===== src/rtl/otg_bdev_fsm.sv =====
module otg_bdev_fsm #(
  parameter int CLK_HZ  = 48_000_000,
  parameter int SRP_MS  = 100,
  parameter int WAIT_US = 3125
) (
  input  logic       clk,
  input  logic       rst_n,
  input  logic       id_toggle,
  input  logic       sess_drop,
  input  logic       sess_valid,
  input  logic       id_high,
  input  logic       srp_ok,
  input  logic       hnp_on,
  input  logic       bus_suspended,
  input  logic       app_bus_req,
  input  logic       a_attach,
  input  logic       bus_resume,
  input  logic       a_detach,
  input  logic       app_finished,
  output logic       dp_pullup_en,
  output logic       host_mode,
  output logic [2:0] fsm_state,
  output logic       srp_timeout
);

  localparam longint SRP_L   = (longint'(CLK_HZ) * SRP_MS) / 1000;
  localparam longint WAIT_L  = (longint'(CLK_HZ) * WAIT_US) / 1000000;
  localparam int     SRP_CYC  = (SRP_L < 1) ? 1 : int'(SRP_L);
  localparam int     WAIT_CYC = (WAIT_L < 1) ? 1 : int'(WAIT_L);
  localparam int     MAX_CYC  = (SRP_CYC > WAIT_CYC) ? SRP_CYC : WAIT_CYC;
  localparam int     TW       = $clog2(MAX_CYC + 1);

  localparam logic [2:0] S_IDLE = 3'd0;
  localparam logic [2:0] S_SRP  = 3'd1;
  localparam logic [2:0] S_PER  = 3'd2;
  localparam logic [2:0] S_WAIT = 3'd3;
  localparam logic [2:0] S_HOST = 3'd4;

  logic [2:0]    st_q, st_d;
  logic [TW-1:0] cnt_q;
  logic          to_d, to_q, pu_q, he_q;

  wire kill     = id_toggle | sess_drop;
  wire hnp_go   = hnp_on & bus_suspended & app_bus_req;
  wire srp_exp  = (cnt_q == TW'(SRP_CYC - 1));
  wire wait_exp = (cnt_q == TW'(WAIT_CYC - 1));
  wire cnt_sat  = (cnt_q == TW'(MAX_CYC));

  always_comb begin
    st_d = st_q;
    to_d = 1'b0;
    if (kill) begin
      st_d = S_IDLE;
    end else begin
      case (st_q)
        S_IDLE: begin
          if (sess_valid && id_high)          st_d = S_PER;
          else if (app_bus_req && !sess_valid) st_d = S_SRP;
        end
        S_SRP: begin
          if (srp_ok) st_d = S_IDLE;
          else if (srp_exp) begin
            st_d = S_IDLE;
            to_d = 1'b1;
          end
        end
        S_PER:  if (hnp_go) st_d = S_WAIT;
        S_WAIT: begin
          if (a_attach)                   st_d = S_HOST;
          else if (bus_resume || wait_exp) st_d = S_PER;
        end
        S_HOST: if (app_finished || a_detach) st_d = S_PER;
        default: st_d = S_IDLE;
      endcase
    end
  end

  always_ff @(posedge clk) begin
    if (!rst_n) begin
      st_q  <= S_IDLE;
      cnt_q <= '0;
      to_q  <= 1'b0;
      pu_q  <= 1'b0;
      he_q  <= 1'b0;
    end else begin
      st_q  <= st_d;
      to_q  <= to_d;
      pu_q  <= (st_d == S_PER);
      he_q  <= (st_d == S_HOST);
      if (st_d != st_q) cnt_q <= '0;
      else if (!cnt_sat) cnt_q <= cnt_q + 1'b1;
    end
  end

  assign fsm_state    = st_q;
  assign srp_timeout  = to_q;
  assign dp_pullup_en = pu_q;
  assign host_mode    = he_q;


  kill_to_idle_chk: assert property (@(posedge clk) disable iff (!rst_n)
    (id_toggle || sess_drop) |=> (fsm_state == S_IDLE));


  timeout_from_srp_chk: assert property (@(posedge clk) disable iff (!rst_n)
    srp_timeout |-> ($past(fsm_state) == S_SRP && fsm_state == S_IDLE));


  per_hold_chk: assert property (@(posedge clk) disable iff (!rst_n)
    (fsm_state == S_PER && !kill && !(hnp_on && bus_suspended && app_bus_req))
      |=> (fsm_state == S_PER));


  attach_host_chk: assert property (@(posedge clk) disable iff (!rst_n)
    (fsm_state == S_WAIT && a_attach && !kill) |=> (fsm_state == S_HOST && host_mode));


  host_exit_chk: assert property (@(posedge clk) disable iff (!rst_n)
    (fsm_state == S_HOST && (app_finished || a_detach) && !kill)
      |=> (fsm_state == S_PER && !host_mode && dp_pullup_en));


  outputs_match_chk: assert property (@(posedge clk) disable iff (!rst_n)
    (dp_pullup_en == (fsm_state == S_PER)) && (host_mode == (fsm_state == S_HOST)));

endmodule


===== config.mk =====
export PLATFORM = sky130hd
export DESIGN_NAME = otg_bdev_fsm
export DESIGN_NICKNAME = d
export VERILOG_FILES = /design/src/rtl/otg_bdev_fsm.sv
export SDC_FILE = /design/constraint.sdc
export NUM_CORES = 1
export LEC_CHECK = 0
export ABC_AREA = 1
export BUFFER_PORTS_ARGS = -buffer_cell sky130_fd_sc_hd__buf_2
export CORE_MARGIN = 2
export CORE_UTILIZATION = 45
export DETAILED_ROUTE_END_ITERATION = 10
export GPL_ROUTABILITY_DRIVEN = 0
export PLACE_DENSITY = 0.7
export SLEW_MARGIN = 20
export SYNTH_ARGS = -nofsm -noshare
export SYNTH_HDL_FRONTEND = slang
export SYNTH_SLANG_ARGS = --single-unit

===== constraint.sdc =====
create_clock -name clk -period 2 [get_ports clk]
set_input_delay 0.1 -clock clk [delete_from_list [all_inputs] [get_ports clk]]
set_output_delay 0.1 -clock clk [all_outputs]
set_load 0.02 [all_outputs]

==> summary.md, run 1 <==
| Metric | Value |
|---|---|
| Outcome | `finished clean` |
| Die Y | `70.2 um` |
| Global route total overflow | `0` |
| Syn_area_per_cell | `7.38 sq um` |
| Synth top area share | `0.295` |
| DR iter-0 viols | `63` |
| 1st-pass router iterations | `4` |
| Bufs on Longest Clock Path | `2` |
| Hold Crit Class | `in2reg` |
| H-Tree Depth | `2` |
| Final Net Count | `312` |
| Hold buffer count at CTS | `0` |
| Clock Pin Slew Worst Setup and Hold Paths | `70 ps` |
| Via count of the first global-routing pass | `1657` |
| Proportion of layout cells with a drive suffix above 1 | `0.263` |
| Post-synthesis cell area | `1970 sq um` |
| Clock latency on the worst-skew pair | `280 ps` |
| Worst-margin pin slew | `387 ps` |
| Fin. Hold Viols | `0` |
| First-pass GRT wire length | `7200 um` |
| Initial antenna violation count | `0` |
| CP Capture Type | `flop` |
| Most common cell after layout, fill and taps aside | `nand2_1` |
| Hpwl dp | `3080 um` |
| Largest net degree at the start of global routing | `13` |
| Fin crit share | `0.892` |
| Max Fclk | `560 MHz` |
| Worst hold slack | `90.8 ps` |
| IR drop worst, VDD | `0.000373 V` |
| Sequential cell area fraction in the yosys report | `0.295` |
| Final-report setup violation count | `0` |
| Register-to-Register Setup Slack | `220 ps` |
| Reg-to-Reg End | `cnt_q[8]$_SDFFE_PP0P_` |
| DRC Markers | `0` |
| Worst path arrival time | `1960 ps` |
| PortBufs | `19` |
| Clock Skew | `5.44 ps` |
| # rows | `24` |
| Hold path endpoint | `srp_timeout$_SDFF_PP0_` |
| Final Util | `0.534` |
| Clock buffer count from CTS | `5` |
| CTS root buffer | `clkbuf_8` |
| Cells after Synth | `267` |
| #FFs+latches synth | `29` |
| Sink Count | `29` |
| Setup ws final | `215 ps` |
| Startpoint Class | `flop` |
| Most frequent cells in the layout | `nand2_1 (44), inv_1 (42), nor2_1 (37), dfxtp_1 (29)` |
| Worst Hold Launch | `srp_ok` |
| Synthesis Warnings | `0` |
| Cell count of the worst hold path | `4` |
| Power density cells | `638 nW/um^2` |
| Post-route antenna net violation count | `0` |
| Syn nets | `283` |
| N_diodes | `0` |
| Final design area excluding fillers | `2290 sq um` |
| Top post-synthesis cells by area | `dfxtp_1 (29%), nor2_4 (12%), nand2_1 (8.4%), inv_1 (8.0%), xor2_1 (8.0%)` |
| Initial Util | `0.459` |
| CTS tree | `done` |
| Fin crit period | `1780 ps` |
| I/O pin cnt | `20` |
| Fin. max-slew vios | `0` |
| Crit Path Category | `reg2reg` |
| Post-synth cell types | `29` |
| Placed cell areas | `2150 sq um` |
| Postcts setup bufs | `0` |
| Post-place setup slack | `170 ps` |
| DIE WIDTH | `70.2 um` |
| Critical Path RT | `2180 ps` |
| Register-to-Register Path Depth | `11` |
| Worst rel slew slack | `0.740` |
| Worst Path Max Fanout | `12` |
| Drt total wl | `3850 um` |
| Die Area | `4920 sq um` |
| Area leader, netlist | `dfxtp_1` |
| Area Growth Syn to Fin | `16.3%` |
| Vias/cell | `4.73` |
| All-Layer GR Usage | `0.180` |
| Setup TNS | `0 ps` |
| Core area | `4290 sq um` |
| Max_cap viols | `0` |
| Unrepaired setup endpoints after global routing | `false` |
| DR WL/cell | `11.0 um` |
| Lkg Pwr | `0.879 nW` |
| Worst r2r src | `cnt_q[0]$_SDFFE_PP0P_` |
| Via Count | `1650` |
| Fill cells | `416` |
[cells in the mapped netlist (all sizes together)]
| master | number |
|---|---|
| inv | 48 |
| clkinv | 1 |
| xor2 | 18 |
| nor4 | 3 |
| nor2 | 62 |
| nand3 | 26 |
| xnor2 | 1 |
| nand2 | 49 |
| ha | 2 |
| nand3b | 2 |
| buf | 2 |
| nor3 | 10 |
| o22ai | 1 |
| nand4 | 8 |
| a21boi | 1 |
| o21ai | 3 |
| dfxtp | 29 |
| a31oi | 1 |
[power by group]
| group | leakage, nW | internal (W) | switching [W] | total, W |
|---|---|---|---|---|
| clock network | 0.0681 | 0.000495 | 0.000231 | 0.000726 |
| logic | 0.577 | 0.0000558 | 0.0000884 | 0.000144 |
| registers | 0.234 | 0.000585 | 0.00000590 | 0.000591 |
| total | 0.879 | 0.00114 | 0.000326 | 0.00146 |
[registers in the layout (all words and copies together) (netlist names)]
name,cells
cnt_q,23
fsm_state,3
dp_pullup_en,1
host_mode,1
srp_timeout,1
[worst max path at each step]
stage / start / endpoint / slack [ps]
finish: cnt_q[0]$_SDFFE_PP0P_ / cnt_q[8]$_SDFFE_PP0P_ / 220
global route: cnt_q[8]$_SDFFE_PP0P_ / cnt_q[6]$_SDFFE_PP0P_ / 5
CTS: cnt_q[0]$_SDFFE_PP0P_ / cnt_q[8]$_SDFFE_PP0P_ / 160
detailed placement: cnt_q[0]$_SDFFE_PP0P_ / cnt_q[8]$_SDFFE_PP0P_ / 170
global placement: cnt_q[1]$_SDFFE_PP0P_ / cnt_q[6]$_SDFFE_PP0P_ / 280
floorplan: cnt_q[0]$_SDFFE_PP0P_ / cnt_q[5]$_SDFFE_PP0P_ / 280
[layout make-up]
class / count / area, sq um / share of cell area
multi-input cells: 187 / 1170 / 0.511
flip-flops and latches: 29 / 581 / 0.253
inverters: 49 / 184 / 0.0803
repair buffers: 24 / 158 / 0.0688
clock buffers: 5 / 68.8 / 0.0300
clock inverters: 3 / 65.1 / 0.0284
well taps: 52 / 65.1 / 0.0284
[worst max-delay path: stages, from the launching register on]
cell and delay [ps]:
dfxtp_1 350, ha_1 200, nand3_2 120, inv_2 100, nand3_1 100, o21ai_1 150, nand3_1 130, nand2_1 100
nand2_1 90, nand3_4 100, buf_12 180, nor2_1 60
[routing by layer]
layer	track usage	up-vias	share of wire
met5	0	-	0
met4	0.0726	0	0.019
met3	0.0418	10	0.028
met2	0.286	22	0.46
met1	0.237	735	0.49
li1	-	883	-
[timing repair]
| item | CTS | global route |
|---|---|---|
| setup endpoints to repair | 0 | 2 |
| endpoints found under the hold margin | 0 | 0 |
| resized for setup | 0 | 1 |
[per-stage QoR]
stage | power [W] | std cells
4_1_cts | 0.00148 | 349
3_3_place_gp | 0.000744 | 341
6_report | 0.00146 | 349
3_5_place_dp | 0.000748 | 341
5_1_grt | 0.00151 | 349
2_1_floorplan | 0.000710 | 267
[logic make-up after synthesis]
group                      after synthesis  share of synthesized area
and+or+nand+nor                        160                      0.473
adders and majority gates                2                     0.0127
buffers and inverters                   51                      0.114
xor gates and xnor gates                19                     0.0845
AOI/OAI and AO/OA                        6                     0.0210
DFF                                     29                      0.295
Note: power is estimated with default switching activity, not from simulation.
==> run 2, diff against run 1 <==
--- a/config.mk
+++ b/config.mk
@@ -5,13 +5,14 @@
 export SDC_FILE = /design/constraint.sdc
 export NUM_CORES = 1
 export LEC_CHECK = 0
-export ABC_AREA = 1
 export BUFFER_PORTS_ARGS = -buffer_cell sky130_fd_sc_hd__buf_2
+export CORE_ASPECT_RATIO = 1.75
 export CORE_MARGIN = 2
 export CORE_UTILIZATION = 45
 export DETAILED_ROUTE_END_ITERATION = 10
 export GPL_ROUTABILITY_DRIVEN = 0
 export PLACE_DENSITY = 0.7
+export SKIP_LAST_GASP = 1
 export SLEW_MARGIN = 20
 export SYNTH_ARGS = -nofsm -noshare
 export SYNTH_HDL_FRONTEND = slang
==> run 2 against run 1 <==
Effect of this change: the flow now finishes with violations (negative setup slack); sequential cell count is the same; total power is 19% lower; worst setup slack got worse by 220 ps; synthesized cell count decreased by 32%; non-clock buffer count up 11; clock power is 33% lower; cell count is 25% lower; first-iteration DRC count decreased by 41%; critical path type unchanged; critical endpoint is now cnt_q[0]$_SDFFE_PP0P_.
==> summary.md, run 2 <==
| Metric | Value |
|---|---|
| Worst hold slack | `98.8 ps` |
| H-Tree Depth | `2` |
| Unrepaired setup endpoints after global routing | `true` |
| Hold path endpoint | `fsm_state[0]$_SDFF_PN0_` |
| Worst rel slew slack | `0.772` |
| Max Fclk | `498 MHz` |
| CP Capture Type | `flop` |
| I/O pin cnt | `20` |
| Lkg Pwr | `0.732 nW` |
| Hold Crit Class | `in2reg` |
| Placed cell areas | `1870 sq um` |
| Final-report setup violation count | `4` |
| Top post-synthesis cells by area | `dfxtp_1 (35%), nor3_2 (13%), xnor2_1 (7.4%), nor2_1 (4.1%), xor2_1 (3.7%)` |
| Vias/cell | `5.54` |
| Drt total wl | `3800 um` |
| Clock latency on the worst-skew pair | `280 ps` |
| Critical Path RT | `2170 ps` |
| Synthesis Warnings | `0` |
| Most frequent cells in the layout | `dfxtp_1 (26), nor3_2 (22), buf_2 (19), nor2_1 (18), xnor2_1 (13)` |
| Synth top area share | `0.349` |
| IR drop worst, VDD | `0.000420 V` |
| Top cells by count, synth | `dfxtp_1 (29), nor3_2 (21), nor2_1 (18)` |
| Outcome | `finished with violations` |
| First-pass GRT wire length | `5920 um` |
| Register-to-Register Path Depth | `7` |
| Via count of the first global-routing pass | `1285` |
| Via Count | `1446` |
| # rows | `29` |
| Most frequent cell after synthesis | `dfxtp_1` |
| Synth Flop Type | `dfxtp_1` |
| Area Growth Syn to Fin | `25.7%` |
| Fill cells | `312` |
| Sequential cell area fraction in the yosys report | `0.349` |
| CTS root buffer | `clkbuf_8` |
| Post-synthesis cell area | `1660 sq um` |
| Cells after Synth | `182` |
| Worst-margin pin slew | `337 ps` |
| Bufs on Longest Clock Path | `2` |
| Crit Path Category | `reg2reg` |
| 1st-pass router iterations | `4` |
| Final Net Count | `231` |
| Final Util | `0.581` |
| Power density cells | `566 nW/um^2` |
| Reg-to-Reg End | `cnt_q[0]$_SDFFE_PP0P_` |
| Die Area | `4210 sq um` |
| Global route total overflow | `0` |
| Fin crit period | `2010 ps` |
| Asr flop ratio synth | `0` |
| Max reg flops | `23` |
| Hold buffer count at CTS | `0` |
| Post-place setup slack | `31.4 ps` |
| Final design area excluding fillers | `2090 sq um` |
| Die Y | `84.4 um` |
| Cell count of the worst hold path | `3` |
| Syn nets | `198` |
| Initial antenna violation count | `0` |
| DIE WIDTH | `49.9 um` |
| Fin crit share | `1.00` |
| Startpoint Class | `flop` |
| Syn_area_per_cell | `9.13 sq um` |
| Most common cell after layout, fill and taps aside | `dfxtp_1` |
| Post-synth cell types | `42` |
| N_diodes | `0` |
| Fin. Hold Viols | `0` |
| Clock Skew | `7.30 ps` |
| Sink Count | `29` |
| Fin. max-slew vios | `0` |
| Post-synth EDFFs | `0` |
| Biggest register | `cnt_q` |
| Worst Path Max Fanout | `8` |
| Setup ws final | `-7.94 ps` |
| Area leader, netlist | `dfxtp_1` |
| Proportion of layout cells with a drive suffix above 1 | `0.363` |
| Worst r2r src | `cnt_q[12]$_SDFFE_PP0P_` |
| Register-to-Register Setup Slack | `-8 ps` |
| Clock Pin Slew Worst Setup and Hold Paths | `60 ps` |
| PortBufs | `19` |
| Core area | `3590 sq um` |
| Failing checks | `negative setup slack` |
| Post-route antenna net violation count | `0` |
| Initial Util | `0.463` |
| Hpwl dp | `2730 um` |
| Largest net degree at the start of global routing | `24` |
| All-Layer GR Usage | `0.185` |
| Max_cap viols | `0` |
| Worst Hold Launch | `rst_n` |
| #FFs+latches synth | `29` |
| Worst path arrival time | `2180 ps` |
| CTS tree | `done` |
| Clock buffer count from CTS | `5` |
| DRC Markers | `0` |
| DR iter-0 viols | `37` |
| DR WL/cell | `14.5 um` |
run 2: final cells by class:
type | instances | area, sq um | share of cell area
Inverter | 8 | 43.8 | 0.0210
Clock buffer | 7 | 86.3 | 0.0413
Multi-Input combinational cell | 136 | 1020 | 0.488
Timing Repair Buffer | 35 | 295 | 0.141
Tap cell | 46 | 57.6 | 0.0276
Sequential cell | 29 | 587 | 0.281
run 2: power by group:
group          leakage (nW)  switching (W)  internal, W
registers             0.236     0.00000979     0.000584
clock network        0.0443       0.000214     0.000272
logic                 0.452      0.0000541    0.0000482
total                 0.732       0.000278     0.000904
run 2: kinds of logic (layout without fill, tap and decap cells):
group | after synthesis | count (layout) | share of synthesized area
and+or+nand+nor | 101 | 101 | 0.406
DFF | 29 | 29 | 0.349
buffers and inverters | 17 | 50 | 0.0565
AOI/OAI and AO/OA | 11 | 11 | 0.0565
xor gates and xnor gates | 21 | 21 | 0.111
adders and majority gates | 2 | 2 | 0.0151
muxes | 1 | 1 | 0.00602
run 2: through the flow:
step                      std cells  power (W)  setup TNS (ps)
final                           261    0.00118           -24.3
after global routing            261    0.00122            -953
after CTS                       256    0.00119               0
after detailed placement        249   0.000700               0
after global placement          249   0.000697               0
after floorplan                 182   0.000664               0
run 2: routing by layer:
metal / routed length, um / vias to the layer above / GRT usage / share of wire
li1: - / 708 / - / -
met1: 1440 / 689 / 0.179 / 0.38
met2: 2070 / 37 / 0.349 / 0.55
met3: 146 / 12 / 0.0445 / 0.038
met4: 136 / 0 / 0.0960 / 0.036
met5: 0 / - / 0 / 0
run 2: how the worst max path moves through the flow:
stage,startpoint,end,slack (ps),cells past startpoint
final,cnt_q[12]$_SDFFE_PP0P_,cnt_q[0]$_SDFFE_PP0P_,-8,7
after global routing,cnt_q[12]$_SDFFE_PP0P_,cnt_q[1]$_SDFFE_PP0P_,-70,7
after CTS,cnt_q[12]$_SDFFE_PP0P_,cnt_q[13]$_SDFFE_PP0P_,10,6
after detailed placement,cnt_q[12]$_SDFFE_PP0P_,cnt_q[13]$_SDFFE_PP0P_,30,6
after global placement,cnt_q[12]$_SDFFE_PP0P_,cnt_q[15]$_SDFFE_PP0P_,20,6
after floorplan,cnt_q[15]$_SDFFE_PP0P_,cnt_q[0]$_SDFFE_PP0P_,80,6
run 2: critical path: stages (launching register included):
cell and delay, ps:
dfxtp_4 350, or4_4 520, nor4_4 280, a31oi_2 160, nor3_4 240, buf_12 150, clkbuf_16 160, nor3_2 40
run 2: repair_timing:
item                       in CTS  in global routing
setup buffers                   0                  3
resized for setup               0                 11
setup endpoints to repair       0                 23
==> run 3, diff against run 2 <==
--- a/config.mk
+++ b/config.mk
@@ -6,12 +6,14 @@
 export NUM_CORES = 1
 export LEC_CHECK = 0
 export BUFFER_PORTS_ARGS = -buffer_cell sky130_fd_sc_hd__buf_2
+export CELL_PAD_IN_SITES_DETAIL_PLACEMENT = 1
+export CELL_PAD_IN_SITES_GLOBAL_PLACEMENT = 1
 export CORE_ASPECT_RATIO = 1.75
 export CORE_MARGIN = 2
-export CORE_UTILIZATION = 45
+export CORE_UTILIZATION = 44
 export DETAILED_ROUTE_END_ITERATION = 10
 export GPL_ROUTABILITY_DRIVEN = 0
-export PLACE_DENSITY = 0.7
+export PLACE_DENSITY = 0.85
 export SKIP_LAST_GASP = 1
 export SLEW_MARGIN = 20
 export SYNTH_ARGS = -nofsm -noshare
==> run 3 against run 2 <==
Effect of this change: the flow now finishes without violations; total power decreased by 2.4%; cell area fell by 5.3%; non-clock buffer count down 3; maximum frequency increased by 1.0%; clock power shrank 4.7%; count of clock-buffer cells in the layout rose by 1; global-route usage is 5.3 points higher; sequential share of layout area increased by 1.3 points; critical endpoint unchanged.
==> summary.md, run 3 (same netlist as run 2, synthesis figures left out) <==
| Metric | Value |
|---|---|
| Outcome | `finished clean` |
| Most frequent cells in the layout | `dfxtp_1 (28), nor3_2 (23), buf_2 (19), nor2_1 (18), xnor2_1 (14)` |
| Die Y | `85.3 um` |
| Post-route antenna net violation count | `0` |
| Fin crit period | `1990 ps` |
| Initial Util | `0.458` |
| Crit Path Category | `reg2reg` |
| Unrepaired setup endpoints after global routing | `true` |
| Final Util | `0.545` |
| CTS root buffer | `clkbuf_8` |
| IR drop worst, VDD | `0.000520 V` |
| CP max stage delay | `570 ps` |
| Placed cell count | `249` |
| Clock Pin Slew Worst Setup and Hold Paths | `60 ps` |
| Non-filler cells, final | `259` |
| CTS tree | `done` |
| Clock Skew | `2.95 ps` |
| Met3 wire len | `147 um` |
| Power density cells | `584 nW/um^2` |
| Biggest register | `cnt_q` |
| CP max stage cell | `or4_4` |
| M1 WL | `1610 um` |
| Fin crit share | `0.994` |
| PortBufs | `19` |
| Lkg Pwr | `0.703 nW` |
| Final-report setup violation count | `0` |
| Metal2 WL | `2580 um` |
| Hpwl dp | `3490 um` |
| Hold buffer count at CTS | `0` |
| Fin. max-slew vios | `0` |
| Via count of the first global-routing pass | `1584` |
| Initial antenna violation count | `0` |
| DIE WIDTH | `50.5 um` |
| # rows | `29` |
| Final Net Count | `228` |
| Largest net degree at the start of global routing | `24` |
| Worst path arrival time | `2160 ps` |
| Vias/cell | `5.61` |
| DR WL/cell | `17.4 um` |
| Worst Path Max Fanout | `3` |
| 1st-pass router iterations | `4` |
| I/O pin cnt | `20` |
| Number of cells on the critical path | `6` |
| Most common cell after layout, fill and taps aside | `dfxtp_1` |
| CP Capture Type | `flop` |
| Critical Path RT | `2170 ps` |
| DRC Markers | `0` |
| CP Cell Sequence | `or4_4 > nor4b_4 > buf_4 > nand4_1 > xnor2_1 > nor3_2` |
| Via Count | `1454` |
| Critical path's top delay family | `simple AND/OR/NAND/NOR gates` |
| Worst r2r src | `cnt_q[15]$_SDFFE_PP0P_` |
| DR iter-0 viols | `14` |
| H-Tree Depth | `2` |
| Worst hold slack | `95.4 ps` |
| Register-to-Register Setup Slack | `10 ps` |
| Final design area excluding fillers | `1980 sq um` |
| Max_cap viols | `0` |
| Worst rel slew slack | `0.703` |
| Proportion of layout cells with a drive suffix above 1 | `0.329` |
| Crit path buf inv count | `1` |
| Reg-to-Reg End | `cnt_q[0]$_SDFFE_PP0P_` |
| Multi-input gate area | `997 sq um` |
| Max reg flops | `23` |
| Global route total overflow | `0` |
| All-Layer GR Usage | `0.238` |
| Reg area | `582 sq um` |
| Worst Hold Launch | `rst_n` |
| Startpoint Class | `flop` |
| Drt total wl | `4510 um` |
| Top layer in use | `met4` |
| Max Fclk | `503 MHz` |
| First-pass GRT wire length | `7580 um` |
| Clock buffer count from CTS | `5` |
| Fill cells | `443` |
| Fin. Hold Viols | `0` |
| Die Area | `4300 sq um` |
| Cell count of the worst hold path | `3` |
| Hold path endpoint | `fsm_state[0]$_SDFF_PN0_` |
| N_diodes | `0` |
| Placed cell areas | `1870 sq um` |
| Register-to-Register Path Depth | `6` |
| Core area | `3630 sq um` |
| Hold Crit Class | `in2reg` |
| Worst-margin pin slew | `439 ps` |
| Clock latency on the worst-skew pair | `280 ps` |
| Sink Count | `29` |
| Bufs on Longest Clock Path | `2` |
| Area Growth Syn to Fin | `19.1%` |
run 3: changes by cell type in the layout (fill, tap and decap cells not counted), sizes merged:
| cell | before | now |
|---|---|---|
| clkbuf | 9 | 8 |
| buf | 33 | 32 |
run 3: worst max path at each step:
stage,start,to,slack (ps)
floorplan,cnt_q[15]$_SDFFE_PP0P_,cnt_q[0]$_SDFFE_PP0P_,80
global route,cnt_q[15]$_SDFFE_PP0P_,cnt_q[0]$_SDFFE_PP0P_,-70
finish,cnt_q[15]$_SDFFE_PP0P_,cnt_q[0]$_SDFFE_PP0P_,10
detailed placement,cnt_q[15]$_SDFFE_PP0P_,cnt_q[1]$_SDFFE_PP0P_,9
CTS,cnt_q[15]$_SDFFE_PP0P_,cnt_q[1]$_SDFFE_PP0P_,7
global placement,cnt_q[15]$_SDFFE_PP0P_,cnt_q[7]$_SDFFE_PP0P_,130
run 3: where the power goes:
group,internal (W),switching (W)
Sequential,0.000585,0.00000940
Combinational,0.0000423,0.0000546
Clock,0.000246,0.000217
run 3: layout make-up:
class                           instances  area share
Clock buffer                            8      0.0405
Inverter                                8      0.0221
Multi-Input combinational cell        136       0.504
Sequential cell                        29       0.294
Tap cell                               46      0.0291
Timing Repair Buffer                   32       0.110
run 3: tightest hold or removal path, stage by stage:
cell and delay [ps]:
buf_2 80, inv_1 70, nor2_1 100
run 3: through the flow:
step | total power, W | setup WS [ps] | TNS (ps)
finish | 0.00115 | 12.3 | 0
global placement | 0.000697 | 129 | 0
CTS | 0.00117 | 6.97 | 0
detailed placement | 0.000703 | 9.08 | 0
floorplan | 0.000664 | 80.2 | 0
global route | 0.00120 | -66.4 | -530
run 3: per-layer routing:
layer  track usage  up-vias
li1              -      699
met1         0.216      709
met2         0.471       34
met3        0.0423       12
met4         0.128        0
met5             0        -
run 3: timing repair:
action / 4_1_cts / 5_1_grt
buffers inserted: 0 / 2
endpoints found under the setup margin: 12 / 24
resized for setup: 0 / 3
pin swaps: 1 / 2
